## config.mk

```make
export PLATFORM = sky130hd
export DESIGN_NAME = mw_station_addr_loader
export DESIGN_NICKNAME = d
export VERILOG_FILES = /design/src/rtl/mwl_pkg.sv /design/src/rtl/mw_sync2.sv /design/src/rtl/mw_phase_timer.sv /design/src/rtl/mw_frame_fsm.sv /design/src/rtl/mw_station_addr_loader.sv
export SDC_FILE = /design/constraint.sdc
export NUM_CORES = 1
export LEC_CHECK = 0
export BUFFER_PORTS_ARGS = -buffer_cell sky130_fd_sc_hd__buf_2
export CAP_MARGIN = 5
export CORE_MARGIN = 4
export CORE_UTILIZATION = 39
export DETAILED_ROUTE_END_ITERATION = 6
export GPL_ROUTABILITY_DRIVEN = 0
export PLACE_DENSITY = 0.58
export RECOVER_POWER = 100
export SETUP_SLACK_MARGIN = 0.05
export SLEW_MARGIN = 40
export SYNTH_ARGS = -nofsm -noshare
export SYNTH_HDL_FRONTEND = slang
export SYNTH_SLANG_ARGS = --single-unit
```

## constraint.sdc

```tcl
create_clock -name clk -period 1.95 [get_ports clk]
set_clock_uncertainty 0.05 [all_clocks]
set_input_delay 0.2925 -clock clk [delete_from_list [all_inputs] [get_ports clk]]
set_output_delay 0.2925 -clock clk [all_outputs]
set_load 0.01 [all_outputs]
```

## src/rtl/mwl_pkg.sv

```systemverilog
`timescale 1ns/1ps
package mwl_pkg;

  // read opcode, sent after the leading zero bit
  localparam logic [2:0] OPC_READ = 3'b110;

  typedef enum logic [2:0] {
    F_IDLE,
    F_SETUP,
    F_TXL,
    F_TXH,
    F_RXL,
    F_RXH,
    F_GAP
  } frame_st_t;

  typedef enum logic [1:0] {
    T_IDLE,
    T_LAUNCH,
    T_WAIT,
    T_FIN
  } seq_st_t;

endpackage

```

## src/rtl/mw_sync2.sv

```systemverilog
`timescale 1ns/1ps
module mw_sync2 #(
  parameter bit RST_VAL = 1'b0
) (
  input  logic clk,
  input  logic rst,
  input  logic d_async,
  output logic q
);
  logic meta;

  always_ff @(posedge clk) begin
    if (rst) begin
      meta <= RST_VAL;
      q    <= RST_VAL;
    end else begin
      meta <= d_async;
      q    <= meta;
    end
  end
endmodule

```

## src/rtl/mw_phase_timer.sv

```systemverilog
`timescale 1ns/1ps
module mw_phase_timer #(
  parameter int PHASE_CYCLES = 4
) (
  input  logic clk,
  input  logic rst,
  input  logic en,
  output logic tick
);
  localparam int CW = (PHASE_CYCLES > 2) ? $clog2(PHASE_CYCLES) : 1;
  localparam logic [CW-1:0] LAST = CW'(PHASE_CYCLES - 1);

  logic [CW-1:0] cnt;

  assign tick = en && (cnt == LAST);

  always_ff @(posedge clk) begin
    if (rst || !en) cnt <= '0;
    else if (tick)  cnt <= '0;
    else            cnt <= cnt + 1'b1;
  end
endmodule

```

## src/rtl/mw_frame_fsm.sv

```systemverilog
`timescale 1ns/1ps
module mw_frame_fsm
  import mwl_pkg::*;
#(
  parameter int ADDR_W = 8,
  parameter int WORD_W = 16
) (
  input  logic              clk,
  input  logic              rst,
  input  logic              go,
  input  logic [ADDR_W-1:0] addr,
  input  logic              tick,
  input  logic              do_s,
  output logic              ready,
  output logic              cs,
  output logic              sk,
  output logic              di,
  output logic              word_valid,
  output logic [WORD_W-1:0] word
);
  localparam int CMD_W   = ADDR_W + 4;          // zero bit + opcode + address
  localparam int RX_BITS = WORD_W + 1;          // dummy bit + data
  localparam int MAXB    = (CMD_W > RX_BITS) ? CMD_W : RX_BITS;
  localparam int BC_W    = $clog2(MAXB) + 1;
  localparam logic [BC_W-1:0] CMD_LAST = BC_W'(CMD_W - 1);
  localparam logic [BC_W-1:0] RX_LAST  = BC_W'(RX_BITS - 1);

  frame_st_t         st;
  logic [CMD_W-1:0]  shreg;
  logic [WORD_W-1:0] rx;
  logic [BC_W-1:0]   cnt;

  assign ready = (st == F_IDLE);

  always_ff @(posedge clk) begin
    if (rst) begin
      st         <= F_IDLE;
      cs         <= 1'b0;
      sk         <= 1'b0;
      di         <= 1'b0;
      shreg      <= '0;
      rx         <= '0;
      cnt        <= '0;
      word_valid <= 1'b0;
      word       <= '0;
    end else begin
      word_valid <= 1'b0;
      case (st)
        F_IDLE: if (go) begin
          st    <= F_SETUP;
          cs    <= 1'b1;
          sk    <= 1'b0;
          di    <= 1'b0;
          shreg <= {1'b0, OPC_READ, addr};
          cnt   <= '0;
        end
        F_SETUP: if (tick) begin
          st <= F_TXL;
          di <= shreg[CMD_W-1];
        end
        F_TXL: if (tick) begin
          st <= F_TXH;
          sk <= 1'b1;
        end
        F_TXH: if (tick) begin
          sk    <= 1'b0;
          shreg <= shreg << 1;
          if (cnt == CMD_LAST) begin
            st  <= F_RXL;
            di  <= 1'b0;
            cnt <= '0;
          end else begin
            st  <= F_TXL;
            di  <= shreg[CMD_W-2];
            cnt <= cnt + 1'b1;
          end
        end
        F_RXL: if (tick) begin
          st <= F_RXH;
          sk <= 1'b1;
          rx <= {rx[WORD_W-2:0], do_s};
        end
        F_RXH: if (tick) begin
          sk <= 1'b0;
          if (cnt == RX_LAST) begin
            st         <= F_GAP;
            cs         <= 1'b0;
            di         <= 1'b0;
            word       <= rx;
            word_valid <= 1'b1;
          end else begin
            st  <= F_RXL;
            cnt <= cnt + 1'b1;
          end
        end
        F_GAP: if (tick) st <= F_IDLE;
        default: st <= F_IDLE;
      endcase
    end
  end

  // serial clock only toggles inside a selected frame
  assert_sk_inside_cs_R3: assert property (@(posedge clk) disable iff (rst)
    sk |-> cs);

  // data toward the memory holds while the clock is high
  assert_di_hold_R4: assert property (@(posedge clk) disable iff (rst)
    (sk && $past(sk)) |-> $stable(di));

  // receive part drives no data
  assert_di_quiet_rx_R6: assert property (@(posedge clk) disable iff (rst)
    (st == F_RXL || st == F_RXH) |-> !di);

endmodule

```

## src/rtl/mw_station_addr_loader.sv

```systemverilog
`timescale 1ns/1ps
module mw_station_addr_loader
  import mwl_pkg::*;
#(
  parameter int PHASE_CYCLES = 4,
  parameter int ADDR_W       = 8,
  parameter int WORD_W       = 16,
  parameter int NUM_WORDS    = 3
) (
  input  logic                        clk,
  input  logic                        rst,
  input  logic                        start,
  input  logic                        ee_do,
  output logic                        ee_cs,
  output logic                        ee_sk,
  output logic                        ee_di,
  output logic                        busy,
  output logic                        done,
  output logic [WORD_W*NUM_WORDS-1:0] station_addr
);
  localparam int OUT_W = WORD_W * NUM_WORDS;
  localparam int WI_W  = $clog2(NUM_WORDS);
  localparam logic [WI_W-1:0] WI_LAST = WI_W'(NUM_WORDS - 1);
  localparam int SR_W  = $clog2(PHASE_CYCLES + 1) + 1;

  seq_st_t           tst;
  logic [WI_W-1:0]   widx;
  logic [OUT_W-1:0]  acc;
  logic              do_s;
  logic              tick;
  logic              f_ready;
  logic              go;
  logic              word_valid;
  logic [WORD_W-1:0] word;

  mw_sync2 #(.RST_VAL(1'b0)) u_sync (
    .clk     (clk),
    .rst     (rst),
    .d_async (ee_do),
    .q       (do_s)
  );

  mw_phase_timer #(.PHASE_CYCLES(PHASE_CYCLES)) u_timer (
    .clk  (clk),
    .rst  (rst),
    .en   (!f_ready),
    .tick (tick)
  );

  assign go = (tst == T_LAUNCH) && f_ready;

  mw_frame_fsm #(.ADDR_W(ADDR_W), .WORD_W(WORD_W)) u_frame (
    .clk        (clk),
    .rst        (rst),
    .go         (go),
    .addr       (ADDR_W'(widx)),
    .tick       (tick),
    .do_s       (do_s),
    .ready      (f_ready),
    .cs         (ee_cs),
    .sk         (ee_sk),
    .di         (ee_di),
    .word_valid (word_valid),
    .word       (word)
  );

  always_ff @(posedge clk) begin
    if (rst) begin
      tst          <= T_IDLE;
      busy         <= 1'b0;
      done         <= 1'b0;
      widx         <= '0;
      acc          <= '0;
      station_addr <= '0;
    end else begin
      done <= 1'b0;
      case (tst)
        T_IDLE: if (start && !done) begin
          tst  <= T_LAUNCH;
          busy <= 1'b1;
          widx <= '0;
        end
        T_LAUNCH: if (f_ready) tst <= T_WAIT;
        T_WAIT: if (word_valid) begin
          acc[widx*WORD_W +: WORD_W] <= word;
          if (widx == WI_LAST) begin
            tst <= T_FIN;
          end else begin
            widx <= widx + 1'b1;
            tst  <= T_LAUNCH;
          end
        end
        T_FIN: if (f_ready) begin
          station_addr <= acc;
          done         <= 1'b1;
          busy         <= 1'b0;
          tst          <= T_IDLE;
        end
        default: tst <= T_IDLE;
      endcase
    end
  end

  // length of the current high half of the serial clock
  logic [SR_W-1:0] sk_run;
  always_ff @(posedge clk) begin
    if (rst || !ee_sk) sk_run <= '0;
    else               sk_run <= sk_run + 1'b1;
  end

  assert_sk_high_len_R5: assert property (@(posedge clk) disable iff (rst)
    $fell(ee_sk) |-> (sk_run == SR_W'(PHASE_CYCLES)));

  assert_frame_needs_busy_R2: assert property (@(posedge clk) disable iff (rst)
    ee_cs |-> busy);

  assert_done_single_R9: assert property (@(posedge clk) disable iff (rst)
    done |=> !done);

  assert_done_not_busy_R9: assert property (@(posedge clk) disable iff (rst)
    done |-> !busy);

  assert_addr_hold_R9: assert property (@(posedge clk) disable iff (rst)
    !done |-> $stable(station_addr));

endmodule

```

==> results.toml, run 1 <==
[status]
status = "finished, final reports clean"

[synth]
synth_nets = 769
netlist_area_sq_um = 6110
ys_seq_area_share_pct = 53.4
synthFlopType = "dfxtp_1"
yosysWarnings = 0
synth_seq_cells = 163
syn_area_per_cell_sq_um = 8.07
yosysUniqueCellTypes = 47
syn_inst = 758
synth_edf_count = 0
yosysTopAreaCell = "dfxtp_1"
synth_top_area_share_pct = 53.4
synth_area_leaders = "dfxtp_1 53%, nand2_1 14%, a21oi_1 12%"
async_reset_ff_share_pct = 0

[power_and_ir_drop]
ir_drop_mv = 0.622
p_per_area_nw_per_um2 = 945
p_leak_nw = 2.35
totalPowerFinal_w = 0.00684

[sta]
slew_headroom_pct = 17.9
fmax_ghz = 0.549
fin_tns_setup_ps = 0
final.min_clock_period_ps = 1820
final_hold_viol_count = 0
post-route-period-util_pct = 93.4
rsz0062_at_grt = "false"
fin_ws_ps = 128
setup_viol_count_final = 0
worstMarginPinSlew_ps = 1230
drv_slew = 0

[global_route]
grt_pass1_vias = 4802
grt_max_degree = 60
grt_overflow_total = 0
grt_pass1_wl_mm = 23.0
antenna_found_initial = 0
track_usage_pct = 15.9

[finish]
multi_input_area_sq_um = 2620
syn_to_final_growth_pct = 18.3
layout-drive-gt1-share_pct = 9.01
seqCellArea_sq_um = 3260
nNetsFinal = 819
nFillCells = 1480
diodes = 0
final_cells = 1032

[worst_setup_path]
rr_startpoint = "widx[0]"
startpoint_type = "flop"
path_delay_family = "flip-flops"
cp.arrival_ps = 2100
worst-setup-path-type = "flop to flop"
crit_fanout = 8
cp.required_ps = 2230
crit_buf_inv = 2
end_kind = "flop"
cp.depth = 6
crit_slowest_cell = "dfxtp_2"
path_cells = "inv_1 > ha_1 > nor3b_4 > clkbuf_4 > nand3_1 > a21oi_1"
reg2reg_depth = 6
cpPeakStageDelay_ps = 400
crit_end = "acc[46]"
crit-reg2reg-capture = "acc[46]"
critPathLaunch = "widx[0]"
reg2reg_setup_slack_ps = 130

[routing]
drc_errors = 0
dr_total_vias = 5159
viasPerCell = 5.00
drt_iter0_drc = 389
wirelength_mm = 14.2
first_pass_iters = 5
ant_nets = 0
post_drt_wl_per_cell_microns = 13.7

[run]
cap_violations = 0

[floorplan]
die_w_microns = 133
chipHeight_microns = 133
num_rows = 45
core_sq_um = 15300
io_pins = 57
start_util_pct = 40.1
die_area_sq_um = 17700

[clock_tree]
cts_hold_buf = 0
clk_path_buf_depth = 2
clock_latency_ps = 420
cts_htree_levels = 4
clkSinkCount = 163
root_buffer = "clkbuf_16"
cts_made_buffers = 17
path_clk_slew_ps = 60
cts_tree = "built"

[place]
dp_slack_ps = 117
dp.cells = 996
hpwl_mm = 9.30
io_buffers = 56

[worst_hold_path]
min_path_type = "input port to flop"
-- power by group --
| part | total [W] | internal, W | switching [W] |
|---|---|---|---|
| Clock | 0.00309 | 0.00182 | 0.00127 |
| Combinational | 0.000359 | 0.000137 | 0.000222 |
| Sequential | 0.00339 | 0.00336 | 0.0000252 |
| Total | 0.00684 | 0.00532 | 0.00152 |
-- kinds of logic after synthesis --
family          count (synthesis)  synth area share (%)
compound gates                171                  15.4
xor+xnor                        4                 0.573
fa+ha+maj                       7                  1.43
buf+inv                        62                  4.22
flops                         163                  53.4
mux                             3                 0.512
simple gates                  348                  24.5
-- layout make-up --
class                   count  share of cell area, %
clock buffers              24                   6.52
well taps                 211                   3.65
flip-flops and latches    163                   45.1
multi-input cells         533                   36.2
clock inverters             8                   1.09
inverters                   7                  0.363
repair buffers             86                   7.07
-- per-stage QoR --
| stage | utilization [%] | cell area, sq um | hold slack, ps |
|---|---|---|---|
| floorplan | - | 6110 | 357 |
| global placement | 43.9 | 6700 | 367 |
| detailed placement | 43.9 | 6700 | 377 |
| CTS | 47.5 | 7250 | 34.2 |
| global route | 47.4 | 7230 | 48.0 |
| finish | 47.4 | 7230 | 41.8 |
-- registers in the layout, indices dropped and copies added (netlist names), 3 cells and up --
register / count
u_frame.word: 16
u_frame.st: 3
station_addr: 48
acc: 48
u_frame.rx: 16
u_frame.cnt: 6
u_frame.shreg: 12
-- worst reg2reg max path, delay by kind of cell (launching register included) --
family	cells	cell delay [ps]
DFF	1	400
buffers and inverters	2	380
adders and majority gates	1	380
and+or+nand+nor	2	360
AOI/OAI and AO/OA	1	160
-- routing by layer --
metal  share of wire [%]  routed length, microns  vias to the layer above  global-route usage (%)
met2                  48                    6730                       90                    25.3
met4                 2.7                     380                        0                    7.37
li1                    -                       -                     2636                       -
met5                   0                       0                        -                       0
met1                  46                    6510                     2403                    20.4
met3                 3.9                     548                       30                    4.19
-- cell usage in the layout (no fill, tap or decap), types with 3 or more instances in the layout --
cell / instances
buf_4: 21
a21oi_1: 147
nand3_1: 60
nor2_1: 27
and3_1: 5
clkinvlp_4: 4
a311oi_1: 3
ha_1: 7
buf_2: 3
nor2b_1: 4
buf_12: 6
and2_1: 3
o21ai_0: 4
nand2_1: 228
nand3b_1: 3
clkbuf_1: 58
xnor2_1: 3
clkbuf_16: 17
inv_1: 7
dfxtp_1: 162
-- Yosys cell counts (all sizes together), types with 2 or more instances --
cell type and number:
dfxtp 163, ha 7, a211oi 3, a21oi 148, nor4b 2, nand3 60, nand2b 2, and2 3
xnor2 3, clkbuf 42, mux2i 2, buf 13, a21o 3, nor3b 5, nor3 2, nor2b 5
nor2 27, a311oi 4, inv 7, and3 5, nand3b 3, o21ai 4, nand2 228
-- what timing repair did --
action / 4_1_cts / 5_1_grt
buffers inserted: 0 / 2
endpoints found under the setup margin: 0 / 71
resized for setup: 0 / 12
-- worst min-delay path by stage --
stage,startpoint,end,slack [ps],cells past startpoint
6_report,ee_do,u_sync.meta,40,2
5_1_grt,ee_do,u_sync.meta,50,2
4_1_cts,ee_do,u_sync.meta,30,2
3_5_place_dp,u_timer.cnt[0],u_timer.cnt[0],380,1
3_3_place_gp,u_timer.cnt[0],u_timer.cnt[0],370,1
2_1_floorplan,u_timer.cnt[0],u_timer.cnt[0],360,1
No activity file was read; power rests on OpenSTA's default activity.
==> run 2, diff against run 1 <==
PLACE_DENSITY = 0.56   (was 0.58)
SLEW_MARGIN = unset   (was 40)
clock period = 2.29 ns   (was 1.95 ns; I/O delays follow)
==> results.toml, run 2 (same netlist as run 1, synthesis figures left out) <==
[worst_setup_path]
end_kind = "flop"
worst-setup-path-type = "flop to flop"
cp.required_ps = 2540
startpoint_type = "flop"
cp.arrival_ps = 2270
crit_fanout = 13

[routing]
wirelength_mm = 14.0
drc_errors = 0
ant_nets = 0
viasPerCell = 4.99
drt_iter0_drc = 352
post_drt_wl_per_cell_microns = 13.7
first_pass_iters = 4
dr_total_vias = 5084

[clock_tree]
clkSinkCount = 163
root_buffer = "clkbuf_16"
cts_made_buffers = 17
post_cts_resized = 0
clk_path_buf_depth = 2
clock_latency_ps = 420
path_clk_slew_ps = 60
cts_htree_levels = 4
cts_setup_buffers = 0
cts_tree = "built"
cts_hold_buf = 0

[sta]
fmax_ghz = 0.496
hold_ws_ps = 89.1
post-route-period-util_pct = 88.1
worstMarginPinSlew_ps = 926
rsz0062_at_grt = "false"
slew_headroom_pct = 38.3
final_hold_viol_count = 0
final.min_clock_period_ps = 2020
drv_slew = 0
fin_tns_setup_ps = 0
setup_viol_count_final = 0

[floorplan]
start_util_pct = 40.1
chipHeight_microns = 133
num_rows = 45
die_w_microns = 133
core_sq_um = 15300
io_pins = 57
die_area_sq_um = 17700

[power_and_ir_drop]
switching_share_pct = 22.4
power_frac_comb_pct = 4.2
p_int_w = 0.00461
p_switching_w = 0.00133
p_per_area_nw_per_um2 = 841
p_leak_nw = 2.27
p_clk_share_pct = 47.1
ir_drop_mv = 0.538
p_seq_share_pct = 48.7

[global_route]
track_usage_pct = 15.7
grt_max_degree = 52
grtUsageMet3_pct = 3.59
grt_overflow_total = 0
grt_pass1_vias = 4759
antenna_found_initial = 0
grt_pass1_wl_mm = 22.8
grt_util_met1_pct = 20.0
grt.busiest_layer = "met2"
grt_use_met2_pct = 25.9

[finish]
layout-drive-gt1-share_pct = 6.69
layout_common_cells = "228 x nand2_1, 163 x dfxtp_1, 147 x a21oi_1"
syn_to_final_growth_pct = 15.6
diodes = 0
nFillCells = 1573
final_cells = 1018
nNetsFinal = 805
final_util_pct = 46.3
post-route-cell-area_sq_um = 7070
top_regs = "acc (48), station_addr (48)"
layout_commonest_cell = "nand2_1"

[place]
hpwl_mm = 9.24
dp.cells = 986
place_area_sq_um = 6590
io_buffers = 56

[worst_hold_path]
min_path_type = "input port to flop"

[run]
cap_violations = 0

[status]
status = "finished, final reports clean"
run 2: per-layer routing:
layer,routed length (microns),up-vias
li1,-,2613
met1,6720,2375
met2,6520,77
met3,530,19
met4,229,0
met5,0,-
run 2: power by group through the flow:
stage	Combinational (W)	Sequential [W]	Clock [W]
after floorplan	0.000204	0.00295	0
after global placement	0.000253	0.00295	0
after detailed placement	0.000261	0.00296	0
after CTS	0.000261	0.00289	0.00287
after global routing	0.000280	0.00289	0.00298
final	0.000249	0.00289	0.00280
run 2: layout make-up:
type	count	area [sq um]	share of cell area, %
timing repair buffer	72	350	4.96
clock buffer	21	460	6.52
sequential	163	3260	46.2
inverter	7	26.3	0.372
multi-input combinational	533	2580	36.5
clock inverter	11	125	1.77
tap	211	264	3.74
run 2: metrics by stage:
| stage | setup slack [ps] | power (W) |
|---|---|---|
| after floorplan | 344 | 0.00315 |
| after global placement | 355 | 0.00321 |
| after detailed placement | 332 | 0.00322 |
| after CTS | 327 | 0.00602 |
| after global routing | 113 | 0.00615 |
| final | 273 | 0.00594 |
run 2: worst max-delay path, stage by stage (launching register included):
cell	delay, ps
dfxtp_1	400
or4b_1	640
a21o_1	360
a211oi_2	250
xnor2_1	140
nor2_1	50
run 2: path summary, 6_finish.rpt:
kind / from / slack [ps] / to / cells past startpoint
min: ee_do / 90 / u_sync.meta / 2
max reg2reg: u_frame.st[0] / 270 / u_frame.cnt[5] / 5
min reg2reg: u_timer.cnt[0] / 390 / u_timer.cnt[0] / 1
max: u_frame.st[0] / 270 / u_frame.cnt[5] / 5
==> run 3, diff against run 2 <==
ABC_AREA = 1   (was unset)
==> results.toml, run 3 <==
[status]
status = "finished, final reports clean"

[synth]
yosysUniqueCellTypes = 34
yosysTopAreaCell = "dfxtp_1"
synthTopCellsByCount = "167 x nand2_1, 163 x dfxtp_1, 150 x a21oi_1"
syn_area_per_cell_sq_um = 7.72
synth_area_leaders = "dfxtp_1 48%, a21oi_1 11%, nand2_1 9.3%"
synth_nets = 884
yosysWarnings = 0
ys_seq_area_share_pct = 48.4
async_reset_ff_share_pct = 0
netlist_area_sq_um = 6740
yosysMostFrequentCell = "nand2_1"
synth_edf_count = 0
synthFlopType = "dfxtp_1"
synth_seq_cells = 163
synth_top_area_share_pct = 48.4
syn_inst = 873

[power_and_ir_drop]
ir_drop_mv = 0.547
p_per_area_nw_per_um2 = 1020
p_leak_nw = 2.61
power_frac_comb_pct = 21.0
switching_share_pct = 32.0
p_int_w = 0.00524
p_clk_share_pct = 38.4
p_seq_share_pct = 40.6
p_switching_w = 0.00246

[place]
io_buffers = 56
dp_slack_ps = 308
hpwl_mm = 10.5

[sta]
final_hold_viol_count = 0
worstMarginPinSlew_ps = 1320
drv_slew = 0
rsz0062_at_grt = "false"
hold_ws_ps = 76.9
fmax_ghz = 0.480
fin_tns_setup_ps = 0
slew_headroom_pct = 11.8
fin_ws_ps = 208
final.min_clock_period_ps = 2080
setup_viol_count_final = 0
post-route-period-util_pct = 90.9

[finish]
nFillCells = 1787
layout-drive-gt1-share_pct = 7.49
top_regs = "acc (48), station_addr (48)"
final_util_pct = 45.1
layout_commonest_cell = "nand2_1"
seqCellArea_sq_um = 3260
nNetsFinal = 907
diodes = 0
multi_input_area_sq_um = 2920
layout_common_cells = "169 x nand2_1, 163 x dfxtp_1, 151 x a21oi_1"
syn_to_final_growth_pct = 12.1

[routing]
drt_iter0_drc = 382
first_pass_iters = 4
post_drt_wl_per_cell_microns = 14.0
ant_nets = 0
viasPerCell = 5.01
dr_total_vias = 5656
drc_errors = 0
wirelength_mm = 15.8

[floorplan]
chipHeight_microns = 139
start_util_pct = 40.2
io_pins = 57
die_w_microns = 139
die_area_sq_um = 19400
core_sq_um = 16800
num_rows = 47

[global_route]
grt_overflow_total = 0
grt_pass1_vias = 5340
grt_use_met2_pct = 25.9
track_usage_pct = 16.5
antenna_found_initial = 0
grt.busiest_layer = "met2"
grt_util_met1_pct = 22.9
grt_max_degree = 113
grt_pass1_wl_mm = 26.8
grtUsageMet3_pct = 3.26

[worst_setup_path]
reg2reg_setup_slack_ps = 210
path_cells = "nor2_1 > nand2_4 > nand2_1 > nand2_2 > nand2_1 > inv_2 > nand2_1 > nand2_1 > nand2_1 > nor2_1"
crit-reg2reg-capture = "u_frame.cnt[1]"
cp.arrival_ps = 2290
cp.required_ps = 2500
worst-setup-path-type = "flop to flop"
cpMostUsedCell = "nand2_1"
rr_startpoint = "u_frame.st[0]"
end_kind = "flop"
startpoint_type = "flop"
reg2reg_depth = 10
cpPeakStageDelay_ps = 400
crit_fanout = 8
crit_slowest_cell = "dfxtp_1"

[worst_hold_path]
holdPathEnd = "u_sync.meta"
min_path_type = "input port to flop"
min_path_cells = 3
min_from = "ee_do"

[run]
cap_violations = 0

[clock_tree]
cts_made_buffers = 17
path_clk_slew_ps = 60
cts_tree = "built"
clk_path_buf_depth = 2
clock_latency_ps = 420
root_buffer = "clkbuf_16"
clkSinkCount = 163
cts_htree_levels = 4
-- run 3: cell count changes in the layout (fill, tap and decap cells not counted), sizes merged, moves of 5 or more --
cell	previous run	this run
nor3	2	7
o21ai	4	55
nor3b	5	0
buf	15	9
nand4	1	20
a21oi	148	154
and3	5	0
nor2b	5	0
inv	10	50
nand3	60	103
nor2	27	71
nand2	228	175
-- run 3: per-stage QoR --
step / cells / power, W / instance area [sq um]
2_1_floorplan: 873 / 0.00458 / 6740
3_5_place_dp: 1097 / 0.00489 / 7080
6_report: 1128 / 0.00770 / 7550
3_3_place_gp: 1097 / 0.00489 / 7080
4_1_cts: 1128 / 0.00787 / 7690
5_1_grt: 1128 / 0.00812 / 7550
-- run 3: cell families after synthesis --
| group | after synthesis | synth area share (%) |
|---|---|---|
| xor gates and xnor gates | 1 | 0.130 |
| buffers and inverters | 113 | 7.64 |
| AOI/OAI and AO/OA | 213 | 16.3 |
| and+or+nand+nor | 376 | 26.2 |
| DFF | 163 | 48.4 |
| adders and majority gates | 7 | 1.30 |
-- run 3: how the worst max path moves through the flow --
stage          slack (ps)             end     startpoint  depth (start not counted)
2_1_floorplan         570         acc[10]        widx[0]                          8
3_3_place_gp          370         acc[47]        widx[0]                          5
3_5_place_dp          310         acc[37]        widx[0]                          5
4_1_cts               300         acc[37]        widx[0]                          5
5_1_grt                50         acc[11]        widx[0]                          5
6_report              210  u_frame.cnt[1]  u_frame.st[0]                         10
-- run 3: power by group through the flow --
stage | clock (W) | sequential (W) | combinational, W
floorplan | 0 | 0.00314 | 0.00144
global placement | 0 | 0.00320 | 0.00170
detailed placement | 0 | 0.00319 | 0.00170
CTS | 0.00303 | 0.00313 | 0.00171
global route | 0.00312 | 0.00315 | 0.00185
finish | 0.00296 | 0.00313 | 0.00162
-- run 3: what timing repair did --
action / CTS / global route
hold buffers: 0 / 0
setup buffers: 0 / 0
setup endpoints to repair: 0 / 5
resized for setup: 0 / 1
-- run 3: final cells by class --
cell class                      instances  share of cell area (%)
Clock inverter                         11                    2.12
Sequential cell                       163                    43.2
Tap cell                              220                    3.64
Clock buffer                           20                    5.91
Inverter                               50                    2.55
Multi-Input combinational cell        597                    38.7
Timing Repair Buffer                   67                    3.89
-- run 3: layer usage --
metal,share of wire (%),vias up
met5,0,-
met4,1.1,0
met3,3.4,9
met2,46,79
met1,50,2595
li1,-,2973
-- run 3: worst max-delay path: cells and delay by family, from the launching register on --
kind	cells	cell delay [ps]
buffers and inverters	1	50
flip-flops	1	400
AND/OR/NAND/NOR	9	1410
